`config.mk`:
```
export PLATFORM = sky130hd
export DESIGN_NAME = simd_acc
export DESIGN_NICKNAME = d
export VERILOG_FILES = /design/src/rtl/simd_acc_pkg.sv /design/src/rtl/simd_acc_lane.sv /design/src/rtl/simd_acc_slicer.sv /design/src/rtl/simd_acc_sat.sv /design/src/rtl/simd_acc.sv
export SDC_FILE = /design/constraint.sdc
export NUM_CORES = 2
export LEC_CHECK = 0
export ABC_AREA = 1
export ABC_CLOCK_PERIOD_IN_PS = 3200
export BUFFER_PORTS_ARGS = -buffer_cell sky130_fd_sc_hd__buf_2
export CAP_MARGIN = 20
export CORE_MARGIN = 2
export CORE_UTILIZATION = 35
export CTS_BUF_LIST = sky130_fd_sc_hd__clkbuf_4
export CTS_CLUSTER_SIZE = 24
export DETAILED_ROUTE_END_ITERATION = 10
export PLACE_DENSITY = 0.56
export RECOVER_POWER = 50
export SETUP_SLACK_MARGIN = 0.3
export SKIP_CTS_REPAIR_TIMING = 1
export SYNTH_ARGS = -nofsm -noshare
export SYNTH_HDL_FRONTEND = slang
export SYNTH_SLANG_ARGS = --single-unit
```
`constraint.sdc`:
```
create_clock -name clk -period 3.2 [get_ports clk]
set_clock_uncertainty 0.15 [all_clocks]
set_input_delay 0.64 -clock clk [delete_from_list [all_inputs] [get_ports clk]]
set_output_delay 0.64 -clock clk [all_outputs]
set_load 0.05 [all_outputs]
```
`src/rtl/simd_acc_pkg.sv`:
```
package simd_acc_pkg;

  localparam int unsigned DEF_LANES = 8;
  localparam int unsigned DEF_OUT_W = 16;
  localparam int unsigned DEF_ACC_W = 3 * DEF_OUT_W;

  // Portion encodings for the raw slice read
  typedef enum logic [1:0] {
    PART_LOW  = 2'd0,
    PART_MID  = 2'd1,
    PART_HIGH = 2'd2,
    PART_NONE = 2'd3
  } part_sel_e;

  // Saturation rule encodings
  typedef enum logic {
    SAT_SIGNED   = 1'b0,
    SAT_UNSIGNED = 1'b1
  } sat_mode_e;

  // Lane update command decoded from the stream beat
  typedef enum logic [1:0] {
    UPD_HOLD = 2'd0,
    UPD_LOAD = 2'd1,
    UPD_SUM  = 2'd2
  } lane_upd_e;

endpackage

```
`src/rtl/simd_acc_lane.sv`:
```
module simd_acc_lane
  import simd_acc_pkg::*;
#(
  parameter int unsigned ACC_W = DEF_ACC_W
) (
  input  logic             clk,
  input  logic             rst,
  input  lane_upd_e        upd,
  input  logic [ACC_W-1:0] operand,
  output logic [ACC_W-1:0] value
);

  logic [ACC_W-1:0] value_q;
  logic [ACC_W-1:0] value_d;

  // Sum is taken at full lane width, dropping the carry out (wraparound)
  always_comb begin
    unique case (upd)
      UPD_LOAD: value_d = operand;
      UPD_SUM:  value_d = value_q + operand;
      default:  value_d = value_q;
    endcase
  end

  always_ff @(posedge clk) begin
    if (rst) value_q <= '0;
    else     value_q <= value_d;
  end

  assign value = value_q;

endmodule

```
`src/rtl/simd_acc_slicer.sv`:
```
module simd_acc_slicer
  import simd_acc_pkg::*;
#(
  parameter int unsigned OUT_W = DEF_OUT_W,
  parameter int unsigned ACC_W = 3 * OUT_W
) (
  input  part_sel_e        part,
  input  logic [ACC_W-1:0] lane,
  output logic [OUT_W-1:0] piece
);

  localparam int unsigned NPARTS = ACC_W / OUT_W;

  logic [OUT_W-1:0] parts [NPARTS];

  for (genvar p = 0; p < NPARTS; p++) begin : g_part
    assign parts[p] = lane[p*OUT_W +: OUT_W];
  end

  always_comb begin
    unique case (part)
      PART_LOW:  piece = parts[0];
      PART_MID:  piece = parts[1];
      PART_HIGH: piece = parts[2];
      default:   piece = '0;
    endcase
  end

endmodule

```
`src/rtl/simd_acc_sat.sv`:
```
module simd_acc_sat
  import simd_acc_pkg::*;
#(
  parameter int unsigned OUT_W = DEF_OUT_W,
  parameter int unsigned ACC_W = 3 * OUT_W
) (
  input  sat_mode_e        mode,
  input  logic [ACC_W-1:0] lane,
  output logic [OUT_W-1:0] sat
);

  localparam logic [OUT_W-1:0] POS_MAX = {1'b0, {(OUT_W-1){1'b1}}};
  localparam logic [OUT_W-1:0] NEG_MIN = {1'b1, {(OUT_W-1){1'b0}}};
  localparam logic [OUT_W-1:0] ALL_ONE = {OUT_W{1'b1}};

  logic neg;
  logic over_pos;
  logic under_neg;

  // Bits from OUT_W-1 up to ACC_W-2 must all match the sign bit
  // for the lane to fit in a signed OUT_W-bit value.
  assign neg       = lane[ACC_W-1];
  assign over_pos  = !neg && (|lane[ACC_W-2:OUT_W-1]);
  assign under_neg =  neg && !(&lane[ACC_W-2:OUT_W-1]);

  always_comb begin
    sat = lane[OUT_W-1:0];
    if (mode == SAT_SIGNED) begin
      if (over_pos)       sat = POS_MAX;
      else if (under_neg) sat = NEG_MIN;
    end else begin
      if (neg)            sat = '0;
      else if (over_pos)  sat = ALL_ONE;
    end
  end

endmodule

```
`src/rtl/simd_acc.sv`:
```
module simd_acc
  import simd_acc_pkg::*;
#(
  parameter int unsigned LANES = DEF_LANES,
  parameter int unsigned OUT_W = DEF_OUT_W,
  parameter int unsigned ACC_W = 3 * OUT_W
) (
  input  logic                   clk,
  input  logic                   rst,
  input  logic                   op_valid,
  output logic                   op_ready,
  input  logic                   op_load,
  input  logic                   op_add,
  input  logic [LANES*ACC_W-1:0] op_data,
  input  logic [1:0]             slice_sel,
  input  logic                   clamp_mode,
  output logic [LANES*OUT_W-1:0] slice_out,
  output logic [LANES*OUT_W-1:0] clamp_out
);

  localparam int unsigned IN_W  = LANES * ACC_W;
  localparam int unsigned VEC_W = LANES * OUT_W;

  logic       take;
  lane_upd_e  upd;
  part_sel_e  part;
  sat_mode_e  mode;
  logic [IN_W-1:0] acc_flat;

  assign op_ready = !rst;
  assign take     = op_valid && op_ready;
  assign part     = part_sel_e'(slice_sel);
  assign mode     = sat_mode_e'(clamp_mode);

  // Load wins over add
  always_comb begin
    upd = UPD_HOLD;
    if (take) begin
      if (op_load)     upd = UPD_LOAD;
      else if (op_add) upd = UPD_SUM;
    end
  end

  // Lane 0 sits in the most significant slot of every wide word
  for (genvar i = 0; i < LANES; i++) begin : g_lane
    localparam int unsigned IN_LSB  = (LANES - 1 - i) * ACC_W;
    localparam int unsigned OUT_LSB = (LANES - 1 - i) * OUT_W;

    logic [ACC_W-1:0] lane_val;

    simd_acc_lane #(.ACC_W(ACC_W)) u_lane (
      .clk     (clk),
      .rst     (rst),
      .upd     (upd),
      .operand (op_data[IN_LSB +: ACC_W]),
      .value   (lane_val)
    );

    simd_acc_slicer #(.OUT_W(OUT_W), .ACC_W(ACC_W)) u_slice (
      .part  (part),
      .lane  (lane_val),
      .piece (slice_out[OUT_LSB +: OUT_W])
    );

    simd_acc_sat #(.OUT_W(OUT_W), .ACC_W(ACC_W)) u_sat (
      .mode (mode),
      .lane (lane_val),
      .sat  (clamp_out[OUT_LSB +: OUT_W])
    );

    assign acc_flat[IN_LSB +: ACC_W] = lane_val;
  end

  logic unused_w;
  assign unused_w = ^VEC_W;

endmodule

```
### Word-level counts from Yosys, hierarchy flattened

Cells that the tools add are included.

| cells by class | value |
|---|---|
| bitwise gates (word level) | 0 |
| multipliers | 0 |
| equal/unequal tests | 4 |
| multiplexer cells | 59 |
| $lt $le $gt $ge | 0 |
| div/mod/pow operators | 0 |
| shifts and indexed selects | 0 |
| reduce and logical (&&, ||, !) cells | 52 |
| $add $sub $neg | 8 |

Operators with widths:

| cell | count |
|---|---|
| 48-bit one-hot mux with 2 select lines | 8 |
| 16-bit 2-to-1 mux | 40 |
| 48-bit adder | 8 |
| 16-bit one-hot mux with 3 select lines | 8 |
| 32-bit AND reduction | 8 |
| 32-bit OR reduction | 8 |
| 1-bit logical AND | 17 |
| 1-bit logical NOT | 17 |
| 2-bit 2-to-1 mux | 3 |
| 2-bit by 1-bit == test with 1-bit output (second input constant) | 2 |
| 2-bit == test (second input constant) | 2 |
| 2-bit logical NOT | 1 |
| 2-bit nonzero test | 1 |

| storage, ports and cells | value |
|---|---|
| ROM bits | 0 |
| bits in writable memories | 0 |
| output and inout bits | 257 |
| register bits | 384 |
| bits in latches | 0 |
| memories kept | 0 |
| bits of input ports | 392 |
| logic and storage cells | 131 |

### Longest topological paths before layout

| logic depth | value |
|---|---|
| depth after elaboration | 6 |
| gate-level depth with buffers | 16 |
| mapped depth without buffers | 16 |

### Cells and area by module

From an unflattened synthesis, not the netlist that was laid out.

| second synthesis, totals | value |
|---|---|
| cells, all modules | 11100 |
| area, all modules | 58118.2 um2 |

Modules (own cells, without submodules):

| module | instances | cells an instance | area an instance (um2) | sequential area each (um2) |
|---|---|---|---|---|
| simd_acc_lane at g_lane[0].u_lane ... | 4 | 1210 | 6448.7 | 960.9 |
| simd_acc_lane at g_lane[4].u_lane ... | 2 | 1213 | 6437.4 | 960.9 |
| simd_acc_lane at g_lane[5].u_lane ... | 2 | 1210 | 6327.3 | 960.9 |
| simd_acc_sat | 8 | 102 | 446.7 | 0.0 |
| simd_acc_slicer | 8 | 74 | 399.1 | 0.0 |
| simd_acc | 1 | 6 | 27.5 | 0.0 |

### Worst setup path after synthesis

No wires, ideal clock.

| timing | value |
|---|---|
| path type | input -> register |
| from | input rst |
| to | register g_lane[0].u_lane.value_q[43] |
| path slack | -211 ps |
| stages on the path | 12 |
| path buffers | 6 |
| data arrival time | 3127 ps |
| setup time | 133 ps |
| data required time | 2917 ps |
| cells stage by stage | buf_2 clkinv_1 buf_2 buf_1 nand3_1 ha_1 buf_2 clkbuf_1 clkbuf_1 nor2_1 nand2_1 a21oi_2 |

| between the ends | value |
|---|---|
| cells in the longest elaborated chain, start to end | 5 |
| elaborated cells between the ends (all ways) | 7 |
| those cells by class | eq/ne: 2; mux: 2; reduce/logical: 3 |

Ends and longest elaborated chain:

| item | RTL line | RTL |
|---|---|---|
| start: declaration | simd_acc.sv:9 | `input logic rst,` |
| 1-bit logical NOT * | simd_acc.sv:30 | `assign op_ready = !rst;` |
| net op_ready | simd_acc.sv:11 | `output logic op_ready,` |
| 1-bit logical AND * | simd_acc.sv:31 | `assign take = op_valid && op_ready;` |
| 2-bit 2-to-1 mux * | simd_acc.sv:38 | `if (take) begin` |
| 2-bit == test / 2-bit by 1-bit == test with 1-bit output (equally long branches) | simd_acc_lane.sv:18 | `unique case (upd)` |
| 48-bit one-hot mux with 2 select lines / 2-bit nonzero test (equally long branches) | - |  |
| end signal: assignment | simd_acc_lane.sv:27 | `else value_q <= value_d;` |
| end: declaration | simd_acc_lane.sv:13 | `logic [ACC_W-1:0] value_q;` |

Mark *: on every way through the listed nets, which the timed path passes. The rest lies on a longest branch.
A chain may end at the register's enable or synchronous reset.

### Worst setup path in the final report

| timing | value |
|---|---|
| from | register g_lane[7].u_lane.value_q[35] |
| to | output clamp_out[2] |

| between the ends | value |
|---|---|
| cells in the longest elaborated chain, start to end | 6 |
| elaborated cells between the ends (all ways) | 10 |
| those cells by class | mux: 5; reduce/logical: 5 |

Ends and longest elaborated chain:

| item | RTL line | RTL |
|---|---|---|
| start: declaration | simd_acc_lane.sv:13 |  |
| start signal: assignment | simd_acc_lane.sv:27 |  |
| 32-bit AND reduction | simd_acc_sat.sv:24 | `assign under_neg = neg && !(&lane[ACC_W-2:OUT_W-1]);` |
| 1-bit logical NOT | simd_acc_sat.sv:24 |  |
| 1-bit logical AND | simd_acc_sat.sv:24 |  |
| 16-bit 2-to-1 mux | simd_acc_sat.sv:30 | `else if (under_neg) sat = NEG_MIN;` |
| 16-bit 2-to-1 mux | simd_acc_sat.sv:29 | `if (over_pos) sat = POS_MAX;` |
| 16-bit 2-to-1 mux * | simd_acc_sat.sv:28 | `if (mode == SAT_SIGNED) begin` |
| end: declaration | simd_acc.sv:18 | `output logic [LANES*OUT_W-1:0] clamp_out` |

Every way passes the cells marked *; elsewhere a longest branch is shown, timed or not.

==> impl_metrics.json <==
{
  "run_status": "finished with violations",
  "failed_checks": "setup timing",
  "viasPerCell": 5.15,
  "cts_tree": "yes",
  "post-place-cells": 13300,
  "synth-seq-area-share_pct": 13.8,
  "die_w_um": 403,
  "fin_ws_ns": -0.796,
  "clk_pin_slew_worst_paths_ns": 0.07,
  "rsz0062_at_grt": "yes",
  "drive_above_1_share_pct": 18.6,
  "fin_crit_ns": 4.00,
  "ioPinCount": 649,
  "async_reset_ff_share_pct": 0,
  "cts_made_buffers": 138,
  "firstDrtPassIters": 9,
  "start_util_pct": 35.2,
  "fin_nets": 12600,
  "cp.required_ns": 2.41,
  "worst_pin_slew_ns": 1.42,
  "gr-total-overflow": 0,
  "die_height_um": 403,
  "hp-class": "in2reg",
  "fmax_mhz": 250,
  "synth_edf_count": 0,
  "clk_latency_ns": 1.18,
  "synth_commonest_cells": "nand2_1 (3,878), inv_1 (2,063), nor2_1 (787), a21oi_1 (758), nand3_1 (621)",
  "crit_top_cell": "buf_6",
  "synth-seq-cells": 384,
  "core-area_um2": 158000,
  "ys_types": 38,
  "area_growth_syn_to_layout_pct": 33.1,
  "slew_headroom_pct": 5.45,
  "num_rows": 146,
  "startpoint_type": "flop",
  "cts.sink_count": 384,
  "routed_wl_um": 297000,
  "synth_top_area_cell": "nand2_1",
  "largest_reg_flops": 384,
  "synth_top_area_share_pct": 26.1,
  "final_area_um2": 74100,
  "period_share_pct": 125,
  "ir_worst_vdd_mv": 0.339,
  "grt_util_all_layers_pct": 34.3,
  "hold_viol_final": 0,
  "num_vias": 72500,
  "grt_max_degree": 164,
  "first_global_vias": 65800,
  "clk_path_buf_depth": 3,
  "netlist_instances": 10600,
  "worst_setup_path_end_kind": "output port",
  "h-tree-depth": 4,
  "worstPathCellList": "nand4_1 > nor4_4 > buf_4 > a31oi_4 > buf_6 > o21ai_4 > buf_6 > buf_8",
  "synth.most_common_cell": "nand2_1",
  "fin_cells": 14100,
  "dp_hpwl_um": 239000,
  "place_area_um2": 64000,
  "antenna_found_initial": 43,
  "synth_ff_type": "dfxtp_1",
  "critical_path_class": "reg2out",
  "ys_warn_count": 0,
  "drc": 0,
  "syn-mean-instance-area_um2": 5.24,
  "seq_area_um2": 8090,
  "root_buffer": "clkbuf_4",
  "cpPeakStageDelay_ns": 0.39,
  "power_density_nw_per_um2": 315,
  "ant_nets": 0,
  "synthTopCellsByArea": "nand2_1 (26%), inv_1 (14%), dfxtp_1 (14%)",
  "wl_per_cell_um": 21.1,
  "fillers": 17200,
  "cp_slowest_cell": "dfxtp_4",
  "slew_viol_final": 0,
  "drt_iter0_drc": 7206,
  "critPathMaxFanout": 4,
  "syn-num-nets": 11400,
  "arrival_ns": 3.21,
  "netlist_area_um2": 55700,
  "multi_input_area_um2": 41100,
  "setup_violations": 389,
  "maxCapViolCount": 0,
  "globalplace.congestion": 1.02,
  "die_area_um2": 162000,
  "p_leak_nw": 38.8,
  "portBuffers": 648,
  "grt_pass1_wl_um": 421000
}
[final timing paths]
kind / depth (start not counted) / endpoint / slack [ns] / startpoint
setup / recovery: 8 / clamp_out[2] / -0.80 / g_lane[7].u_lane.value[35]$_SDFFE_PP0P_
hold / removal: 4 / g_lane[2].u_lane.value[10]$_SDFFE_PP0P_ / 0.18 / op_data[250]
setup reg to reg: 10 / g_lane[0].u_lane.value[41]$_SDFFE_PP0P_ / 0.23 / g_lane[0].u_lane.value[24]$_SDFFE_PP0P_
hold reg to reg: 2 / g_lane[1].u_lane.value[42]$_SDFFE_PP0P_ / 0.34 / g_lane[1].u_lane.value[42]$_SDFFE_PP0P_
[power by group]
group / total (mW) / switching [mW] / internal, mW
Sequential: 5.60 / 0.501 / 5.10
Clock: 6.13 / 2.97 / 3.15
Combinational: 11.6 / 7.62 / 4.02
[placed cells by master, fill, tap and decap left out, drive strengths merged, types with 96 or more instances in the layout]
| cell | Yosys | routed |
|---|---|---|
| nand4 | 167 | 167 |
| a21oi | 779 | 779 |
| ha | 377 | 377 |
| nand2 | 3984 | 3985 |
| buf | 65 | 954 |
| clkbuf | 210 | 212 |
| nor2 | 1008 | 1008 |
| inv | 2144 | 2146 |
| nand3 | 662 | 662 |
| o21ai | 263 | 263 |
| dfxtp | 384 | 384 |
| xor2 | 143 | 143 |
| dlygate4sd3 | 0 | 393 |
| o221ai | 96 | 96 |
[layer usage]
metal	wire length [µm]	track usage [%]
met1	125000	44.2
met2	132000	54.3
met5	122	0
met3	23600	6.49
met4	16800	17.7
[final cells by class]
| class | instances | share of cell area [%] |
|---|---|---|
| diodes | 38 | 0.128 |
| clock buffers | 193 | 1.95 |
| clock inverters | 41 | 0.402 |
| inverters | 2151 | 11.0 |
| multi-input cells | 7818 | 55.4 |
| flip-flops and latches | 384 | 10.9 |
| well taps | 2072 | 3.50 |
| repair buffers | 1366 | 16.7 |
[critical path: cells and delay by family, from the launching register on]
kind	cells	cell delay, ns
compound gates	2	0.33
buf+inv	4	0.74
flops	1	0.39
simple gates	2	0.55
[metrics by stage]
stage / hold WS (ns) / utilization [%] / setup TNS (ns) / total power [mW] / worst slack (ns)
floorplan: 0.325 / - / 0 / 12.0 / 0.216
global placement: 0.327 / 40.4 / -4.43 / 15.7 / -0.550
detailed placement: 0.348 / 40.4 / -3.90 / 15.7 / -0.482
CTS: -0.532 / 41.5 / -136.19 / 21.9 / -1.84
global route: 0.128 / 46.8 / -168.17 / 24.6 / -0.933
finish: 0.181 / 46.9 / -118.50 / 23.4 / -0.796
[logic make-up (layout without fill, tap and decap cells)]
logic type               Yosys count  after routing  share of synthesized area, %
AO/OA/AOI/OAI                   1230           1230                          12.3
adder cells (fa/ha/maj)          385            385                          8.76
other                              0             38                             0
XOR/XNOR                         169            169                          2.66
buffers and inverters           2426           3751                          16.4
flip-flops                       384            384                          13.8
AND/OR/NAND/NOR                 6033           6034                          46.0
(Power assumes the default switching activity.)
